`src/rtl/rect_fill.sv`:
```
module rect_fill #(
  parameter int FB_W       = 1280,
  parameter int FB_H       = 1024,
  parameter int DATA_W     = 32,
  parameter int CMD_AW     = 16,
  parameter bit TRUE_COLOR = 1'b1,
  parameter logic [31:0] FILL_OP = 32'h411
) (
  input  logic                 clk,
  input  logic                 rst_n,
  input  logic                 start,
  input  logic [CMD_AW-1:0]    cmd_base,
  output logic                 busy,
  output logic                 done,
  output logic                 cmd_rd,
  output logic [CMD_AW-1:0]    cmd_addr,
  input  logic [DATA_W-1:0]    cmd_rdata,
  output logic                 fb_we,
  output logic [$clog2(FB_W*FB_H)-1:0] fb_addr,
  output logic [(TRUE_COLOR ? 24 : 8)-1:0] fb_wdata,
  output logic [10:0]          dirty_x_min,
  output logic [10:0]          dirty_x_max,
  output logic [DATA_W-1:0]    dirty_y_min,
  output logic [DATA_W-1:0]    dirty_y_max
);
  localparam int PIX_W  = TRUE_COLOR ? 24 : 8;
  localparam int ADDR_W = $clog2(FB_W*FB_H);
  localparam int XW = 11, YW = 10, X_LSB = 19, Y_LSB = 3;

  typedef enum logic [2:0] {S_IDLE, S_FETCH, S_WAIT, S_CALC, S_FILL, S_DONE} state_t;
  state_t state;

  logic [CMD_AW-1:0] base;
  logic [2:0]        idx;
  logic [DATA_W-1:0] w_op, w_lw, w_attr, w_v1, w_v2;
  logic [XW-1:0]     x0, xe, col;
  logic [DATA_W-1:0] row, row_end;
  logic [PIX_W-1:0]  color;

  logic [2:0] woff;
  assign woff     = (idx == 3'd0) ? 3'd0 : idx + 3'd3;
  assign cmd_addr = base + {{(CMD_AW-3){1'b0}}, woff};
  assign cmd_rd   = (state == S_FETCH);
  assign busy     = (state != S_IDLE);
  assign done     = (state == S_DONE);
  assign fb_we    = (state == S_FILL);
  assign fb_wdata = color;

  logic [DATA_W-1:0] lin;
  assign lin     = row * DATA_W'(FB_W) + DATA_W'(col);
  assign fb_addr = lin[ADDR_W-1:0];

  logic [DATA_W-1:0] a1, a2;
  logic [XW-1:0]     cx1, cx2, xe_c;
  logic [YW-1:0]     cy1, cy2;
  logic [DATA_W:0]   lw_p1;
  logic [DATA_W-1:0] row_end_c;
  logic signed [XW:0] span;
  logic [PIX_W-1:0]  color_c;
  logic              has_cols, has_rows;

  assign a1  = w_v1 - w_lw;
  assign a2  = w_v2 - w_lw;
  assign cx1 = a1[X_LSB +: XW];
  assign cy1 = a1[Y_LSB +: YW];
  assign cx2 = a2[X_LSB +: XW];
  assign cy2 = a2[Y_LSB +: YW];
  assign lw_p1     = {1'b0, w_lw} + {{DATA_W{1'b0}}, 1'b1};
  assign row_end_c = DATA_W'(cy2) + {1'b0, lw_p1[DATA_W:2]};
  assign span      = $signed({1'b0, cx2}) - $signed({1'b0, cx1});
  assign xe_c      = (span > $signed((XW+1)'(FB_W))) ? XW'(FB_W) : cx2;
  assign has_cols  = xe_c > cx1;
  assign has_rows  = DATA_W'(cy1) < row_end_c;

  logic unused_bits;
  generate
    if (TRUE_COLOR) begin : g_rgb
      logic [7:0] sel;
      assign sel = w_attr[23:16];
      assign color_c = (sel == 8'd0) ? 24'h000000 :
                       (sel == 8'd7) ? 24'hC0C0C0 : 24'hFFFFFF;
      assign unused_bits = ^{w_attr[DATA_W-1:24], w_attr[15:0], lin[DATA_W-1:ADDR_W], lw_p1[1:0],
                             a1[DATA_W-1:X_LSB+XW], a1[X_LSB-1:Y_LSB+YW], a1[Y_LSB-1:0],
                             a2[DATA_W-1:X_LSB+XW], a2[X_LSB-1:Y_LSB+YW], a2[Y_LSB-1:0]};
    end else begin : g_idx
      assign color_c = w_attr[7:0];
      assign unused_bits = ^{w_attr[DATA_W-1:8], lin[DATA_W-1:ADDR_W], lw_p1[1:0],
                             a1[DATA_W-1:X_LSB+XW], a1[X_LSB-1:Y_LSB+YW], a1[Y_LSB-1:0],
                             a2[DATA_W-1:X_LSB+XW], a2[X_LSB-1:Y_LSB+YW], a2[Y_LSB-1:0]};
    end
  endgenerate

  always_ff @(posedge clk or negedge rst_n) begin
    if (!rst_n) begin
      state <= S_IDLE;
      base <= '0; idx <= '0;
      w_op <= '0; w_lw <= '0; w_attr <= '0; w_v1 <= '0; w_v2 <= '0;
      x0 <= '0; xe <= '0; col <= '0; row <= '0; row_end <= '0; color <= '0;
      dirty_x_min <= '1; dirty_x_max <= '0;
      dirty_y_min <= '1; dirty_y_max <= '0;
    end else begin
      case (state)
        S_IDLE: if (start) begin
          base  <= cmd_base;
          idx   <= '0;
          state <= S_FETCH;
        end
        S_FETCH: state <= S_WAIT;
        S_WAIT: begin
          case (idx)
            3'd0: w_op   <= cmd_rdata;
            3'd1: w_lw   <= cmd_rdata;
            3'd2: w_attr <= cmd_rdata;
            3'd3: w_v1   <= cmd_rdata;
            default: w_v2 <= cmd_rdata;
          endcase
          if (idx == 3'd4) state <= S_CALC;
          else begin
            idx   <= idx + 3'd1;
            state <= S_FETCH;
          end
        end
        S_CALC: begin
          x0 <= cx1; col <= cx1; xe <= xe_c;
          row <= DATA_W'(cy1); row_end <= row_end_c; color <= color_c;
          if (w_op == FILL_OP) begin
            if (cx1 < dirty_x_min)  dirty_x_min <= cx1;
            if (xe_c > dirty_x_max) dirty_x_max <= xe_c;
            state <= (has_cols && has_rows) ? S_FILL : S_DONE;
          end else begin
            state <= S_DONE;
          end
        end
        S_FILL: begin
          if (row < dirty_y_min) dirty_y_min <= row;
          if (row > dirty_y_max) dirty_y_max <= row;
          if (col == xe - XW'(1)) begin
            col <= x0;
            row <= row + DATA_W'(1);
            if (row + DATA_W'(1) == row_end) state <= S_DONE;
          end else begin
            col <= col + XW'(1);
          end
        end
        default: state <= S_IDLE;
      endcase
    end
  end
endmodule

```
`config.mk`:
```
export PLATFORM = sky130hd
export DESIGN_NAME = rect_fill
export DESIGN_NICKNAME = d
export VERILOG_FILES = /design/src/rtl/rect_fill.sv
export SDC_FILE = /design/constraint.sdc
export NUM_CORES = 1
export LEC_CHECK = 0
export ABC_AREA = 1
export BUFFER_PORTS_ARGS = -buffer_cell sky130_fd_sc_hd__buf_2
export CORE_MARGIN = 1.5
export CORE_UTILIZATION = 35
export CTS_CLUSTER_SIZE = 10
export DETAILED_ROUTE_END_ITERATION = 8
export GPL_ROUTABILITY_DRIVEN = 0
export SETUP_SLACK_MARGIN = 0.15
export SLEW_MARGIN = 10
export SYNTH_ARGS = -nofsm -noshare
export SYNTH_HDL_FRONTEND = slang
export SYNTH_SLANG_ARGS = --single-unit
```
`constraint.sdc`:
```
create_clock -name clk -period 6.06 [get_ports clk]
set_input_delay 0.303 -clock clk [delete_from_list [all_inputs] [get_ports clk]]
set_output_delay 0.303 -clock clk [all_outputs]
set_load 0.02 [all_outputs]
```
=== After elaboration in Yosys (flattened, before gate mapping) ===
Cells that the tools add are included.

* Shift operators: 0
* Bitwise gates (word level): 1
* Divide/modulo/power cells: 0
* Eq/ne operators: 17
* Muxes and demuxes: 18
* Add/sub/neg operators: 12
* Multipliers: 1
* Reductions and logical operators: 21
* Order comparisons: 7

{| class="wikitable"
|+ Operators with widths
! operator !! count
|-
| 32-bit case mux with 2 select lines || 1
|-
| 30-bit subtractor || 2
|-
| 32-bit by 1-bit adder with 33-bit output (second input constant) || 1
|-
| 10-bit by 31-bit adder with 32-bit output || 1
|-
| 32-bit by 1-bit adder with 32-bit output (second input constant) || 1
|-
| 32-bit by 11-bit == test with 1-bit output (second input constant) || 1
|-
| 32-bit == test || 1
|-
| 32-bit greater-than comparator || 1
|-
| 10-bit by 32-bit less-than comparator with 1-bit output || 1
|-
| 32-bit less-than comparator || 1
|-
| 32-bit by 3-bit multiplier with 13-bit output (second input constant) || 1
|-
| 32-bit 2-to-1 mux || 1
|-
| 24-bit 2-to-1 mux || 1
|-
| 11-bit greater-than comparator || 2
|-
| 11-bit 2-to-1 mux || 2
|-
| 22-bit 2-to-1 mux || 1
|-
| 11-bit case mux with 2 select lines || 1
|-
| 21-bit by 11-bit adder with 21-bit output || 1
|-
| 3-bit 2-to-1 mux || 6
|-
| 2-bit AND reduction || 9
|-
| 16-bit by 3-bit adder with 16-bit output || 1
|-
| 3-bit case mux with 5 select lines || 1
|-
| 3-bit by 2-bit == test with 1-bit output (second input constant) || 4
|-
| 12-bit greater-than comparator (second input constant) || 1
|-
| other kinds (23) || 34
|}

* RAM bits: 0
* Logic and storage cells: 95
* Bits in latches: 0
* Bits in read-only memories: 0
* Memories: 0
* Register bits: 377
* Input bits: 51

=== Logic depth before layout (Yosys ltp) ===
* Depth in word-level cells: 9
* Gate-level depth with buffers: 45
* Gate-level depth less buffers: 44

=== Worst setup path before layout ===
Ideal clock, no wire load.

* Path type: register to register
* From: register w_lw[20]
* To: register dirty_x_max[8]
* Buffers on the path: 2
* Stages on the path, launching flop included: 41
* Data required time: 5937 ps
* Data arrival time: 4879 ps
* Setup slack: 1058 ps
* Path through: dfrtp_1 -> inv_1 -> ha_1 -> nand2_1 -> inv_1 -> nand2_1 -> nand2_1 -> a21oi_2 -> nand3_2 -> nand3_1 -> nand2_1 -> nand3_1 -> nand2_1 -> a21o_1 -> a21o_1 -> a21o_1 -> xor2_1 -> ha_1 -> (+5 left out) -> nor2_1 -> nand2_1 -> nand2_2 -> buf_2 -> inv_1 -> or2_2 -> ha_1 -> nor2_1 -> a211oi_1 -> o21ai_0 -> nand2_1 -> nand2_1 -> nand2_1 -> nand2_2 -> nand2_2 -> buf_6 -> nand2_1 -> o21ai_2

* Cells in the longest elaborated chain, start to end: 6
* Elaborated cells on any way between the ends: 7
* Those cells by class: add/sub (3); order compare (2); mux (1); reduce/logical (1)

{| class="wikitable"
|+ RTL lines
! what !! line !! source
|-
| start: declaration || 35 || <nowiki>logic [DATA_W-1:0] w_op, w_lw, w_attr, w_v1, w_v2;</nowiki>
|-
| start signal: assignment || 112 || <nowiki>3'd1: w_lw <= cmd_rdata;</nowiki>
|-
| 30-bit subtractor, on equally long branches || 63, 62 ||
|-
| 11-bit by 11-bit subtractor with 12-bit output || 70 || <nowiki>assign span = $signed({1'b0, cx2}) - $signed({1'b0, cx1});</nowiki>
|-
| 12-bit greater-than comparator || 71 || <nowiki>assign xe_c = (span > $signed((XW+1)'(FB_W))) ? XW'(FB_W) : cx2;</nowiki>
|-
| 11-bit 2-to-1 mux (*) || 71 ||
|-
| 11-bit greater-than comparator || 128 || <nowiki>if (xe_c > dirty_x_max) dirty_x_max <= xe_c;</nowiki>
|-
| 3-bit AND reduction (no source line) || - ||
|-
| end signal: assignment || 99 || <nowiki>dirty_x_min <= '1; dirty_x_max <= '0;</nowiki>
|-
| end signal: assignment || 128 ||
|-
| end: declaration || 22 || <nowiki>output logic [10:0] dirty_x_max,</nowiki>
|}

Every way passes the cells marked *; elsewhere a longest branch is shown, timed or not.
A chain may end at the register's enable or synchronous reset.

=== Worst setup path after layout ===
* From: register w_lw[12]
* To: register state[0]

* Cells in the longest elaborated chain, start to end: 9
* Elaborated cells on any way between the ends: 13
* Those cells by class: add/sub (5); order compare (3); mux (4); reduce/logical (1)

{| class="wikitable"
|+ RTL lines
! what !! line !! source
|-
| 30-bit subtractor, on equally long branches || 63, 62 ||
|-
| 11-bit by 11-bit subtractor with 12-bit output || 70 ||
|-
| 12-bit greater-than comparator || 71 ||
|-
| 11-bit 2-to-1 mux (*) || 71 ||
|-
| named net xe_c[8] || 54 || <nowiki>logic [XW-1:0] cx1, cx2, xe_c;</nowiki>
|-
| 11-bit greater-than comparator (*) || 72 || <nowiki>assign has_cols = xe_c > cx1;</nowiki>
|-
| 1-bit logical AND (*) || 129 || <nowiki>state <= (has_cols && has_rows) ? S_FILL : S_DONE;</nowiki>
|-
| 1-bit 2-to-1 mux (*) || 129 ||
|-
| 1-bit 2-to-1 mux (*) || 126 || <nowiki>if (w_op == FILL_OP) begin</nowiki>
|-
| 3-bit case mux with 5 select lines (*) || 102 || <nowiki>case (state)</nowiki>
|-
| end signal: assignment || 129 ||
|-
| end: declaration || 31 || <nowiki>state_t state;</nowiki>
|}

Mark *: on every way through the listed nets, which the timed path passes. The rest lies on a longest branch.

==> results by group <==
Die
  – Area of the die: 69200 um2
  – Core region area: 67000 um2
  – Chip Width: approximately 260 um
  – # rows: 95
  – Starting Density: a little over a third
  – Die Ht: ~260 um
  – Ports: roughly 200

Yosys
  – Post-synthesis sequential area ratio: between 30 and 40%
  – Netlist cell types: 58
  – Syn avg cell area: around 7.5 um2
  – Post-synthesis cell count: between 3000 and 4000
  – Post-synthesis register bit count: 339
  – Yosys warning count: 0
  – Synth Flop Type: dfrtp_1
  – Post-synthesis instance area: ~24000 um2
  – Async SR Flop Fraction: 100%
  – Post-synth EDFFs: 0
  – Syn Nets: 3423

Timing
  – Final Critical Period: 5.45 ns
  – Tcrit/Tclk final: between 80% and 90%
  – # setup viols final: 0
  – RSZ-0062 raised after global routing: no
  – Fin. max-slew vios: 0
  – Relative slew slack: between 20% and 30%
  – Count of final hold-check violations: 0
  – Slew @ Worst Pin: between 1 and 1.5 ns
  – Peak Freq: around 180 MHz
  – Setup_tns: 0 ns
  – Clock skew: 0.0299 ns

Route
  – Routed len/inst: ~16 um
  – TritonRoute pass-1 iters: 7
  – 1st-iter DRT viols: 1366
  – Number of remaining DRC errors: 0
  – DRT antenna net count: 0
  – Via Count: 20700
  – Vias/cell: between 4 and 5
  – Drt total wl: approximately 66000 um

Setup path
  – Crit-path max cell delay: slightly above 0.4 ns
  – Arr. time, crit path: 5.94 ns
  – Setup crit start kind: register
  – Setup crit end kind: register
  – Most common cell on crit path: nand2_1
  – Critical R2R Launch: w_lw[12]$_DFFE_PN0P_
  – Worst-path maximum fanout: 12
  – Worst EP required: between 6 and 7 ns
  – Slowest cell on the critical path: dfrtp_2
  – Crit. Startpoint: w_lw[12]$_DFFE_PN0P_
  – Critical path type: reg2reg
  – Reg2Reg Setup Slack: between 0.6 and 0.7 ns
  – Reg2Reg Depth: 36
  – Reg-to-Reg End: state[0]$_DFFE_PN0P_

Min path
  – Hold Crit Depth: 3
  – Worst Hold Launch: cmd_rdata[31]
  – Hold Path Sink: w_lw[31]$_DFFE_PN0P_
  – HP Class: in2reg

Global routing
  – Antenna violations before repair: 0
  – Global route overflow: 0
  – Number of global-route vias before repair: 19900
  – Global-route wire length before repair: 106000 um
  – Largest net degree at the start of global routing: approximately 160
  – Total GRT Usage: between 10% and 20%

Layout
  – Final Net Count: approximately 3600
  – Leading cell type in the layout, fill and taps excluded: nand2_1
  – Share of layout cells above drive strength 1: 14.2%
  – N_diodes: 0
  – Layout area overhead: 15.8%
  – Final instance area: 27400 um2
  – Most frequent cells in the layout: nand2_1, inv_1, o21ai_0

Placement
  – Post-Place Cell Area: between 20000 and 30000 um2
  – Port Buffer Count: 201
  – Post-DP HPWL: around 52000 um

Clock network
  – Clock transition at the registers of the reported paths: approximately 0.060 ns
  – CTS Sinks: 339
  – Clk_lat worst skew: approximately 0.58 ns
  – Clock root buffer: clkbuf_16
  – H-tree Lvls: 2
  – Max clock buf depth: 3
  – CTS tree: yes
  – CTS Buf Count: 43

Status
  – Status: finished clean

Job
  – Max Cap Violations: 0
-- worst max-delay path by stage --
stage | end | slack [ns] | cells past startpoint
6_report | state[0]$_DFFE_PN0P_ | 0.61 | 36
5_1_grt | state[0]$_DFFE_PN0P_ | 0.15 | 40
4_1_cts | dirty_x_max[7]$_DFFE_PN0P_ | 0.25 | 38
3_5_place_dp | dirty_x_max[4]$_DFFE_PN0P_ | 0.25 | 37
3_3_place_gp | dirty_x_max[0]$_DFFE_PN0P_ | 0.40 | 36
2_1_floorplan | dirty_x_max[8]$_DFFE_PN0P_ | 1.06 | 40
-- cells in the mapped netlist (all sizes together), types with 4 or more instances --
cell type	count	share of area, %
nor4b	5	0.18
or2	8	0.21
nand2	904	15
a21oi	108	2.3
o221ai	5	0.18
clkbuf	61	0.97
ha	206	11
inv	465	7.4
nand4	56	1.5
o211ai	17	0.54
buf	37	1.1
dfrtp	296	31
nor4	28	0.74
a31oi	5	0.13
a21o	12	0.38
xor2	125	4.6
o22ai	25	0.66
nand3	102	2.3
a211oi	5	0.16
o21bai	4	0.13
dfstp	43	4.8
fa	4	0.34
o21ai	319	6.9
nand3b	6	0.19
xnor2	60	2.2
nor2	179	3.1
nor3	50	1.1
-- worst max-delay path: cells and delay by family, from the launching register on --
family / cells / cell delay [ns]
compound gates: 5 / 1.00
fa+ha+maj: 3 / 0.95
xor+xnor: 1 / 0.16
simple gates: 22 / 2.44
flops: 1 / 0.41
buf+inv: 5 / 0.40
-- cell families (layout without fill, tap and decap cells) --
family                     Yosys count  after routing  share of synthesized area, %
and+or+nand+nor                   1351           1351                          24.5
buffers and inverters              565            792                          9.51
AOI/OAI and AO/OA                  512            512                          11.8
DFF                                339            339                          36.1
adders and majority gates          210            210                          11.2
xor gates and xnor gates           185            185                          6.84
-- registers in the layout, summed over array words and instances, names as in the netlist --
register / cells
dirty_y_max: 32
dirty_y_min: 32
row: 32
row_end: 32
w_lw: 32
w_op: 32
w_v1: 30
w_v2: 30
base: 16
col: 11
dirty_x_max: 11
dirty_x_min: 11
x0: 11
xe: 11
w_attr: 8
idx: 3
state: 3
fb_wdata: 2
-- what timing repair did --
item / 4_1_cts / 5_1_grt
setup buffers: 0 / 9
hold buffers: 17 / 0
gates resized for setup: 0 / 62
endpoints found under the hold margin: 99 / 0
setup endpoints to repair: 0 / 12
-- metal layers --
| metal | track usage [%] | vias to the layer above | share of wire (%) |
|---|---|---|---|
| met5 | 0 | - | 0 |
| met4 | 5.42 | 0 | 2.4 |
| met3 | 2.21 | 96 | 4.1 |
| met2 | 31.3 | 394 | 46 |
| met1 | 26.3 | 9572 | 48 |
| li1 | - | 10600 | - |
-- per-stage QoR --
stage          utilization (%)  std cells  hold slack (ns)  setup WS [ns]
5_1_grt                   40.9       4262           0.0474          0.147
3_5_place_dp              38.0       4159            0.462          0.246
6_report                  40.9       4262           0.0440          0.611
3_3_place_gp              38.0       4159            0.459          0.398
4_1_cts                   40.4       4253           0.0182          0.247
2_1_floorplan                -       3162          0.00741           1.06
-- layout make-up --
type / count / area, um2
well taps: 873 / 1090
flip-flops and latches: 339 / 8550
repair buffers: 248 / 1420
clock inverters: 8 / 151
multi-input cells: 2258 / 13200
clock buffers: 69 / 1240
fillers: 7065 / 39600
inverters: 467 / 1750
Power is left out: the tool's default activity adds up to more than one toggle a clock period on the data nets, which glitch-free logic cannot reach.
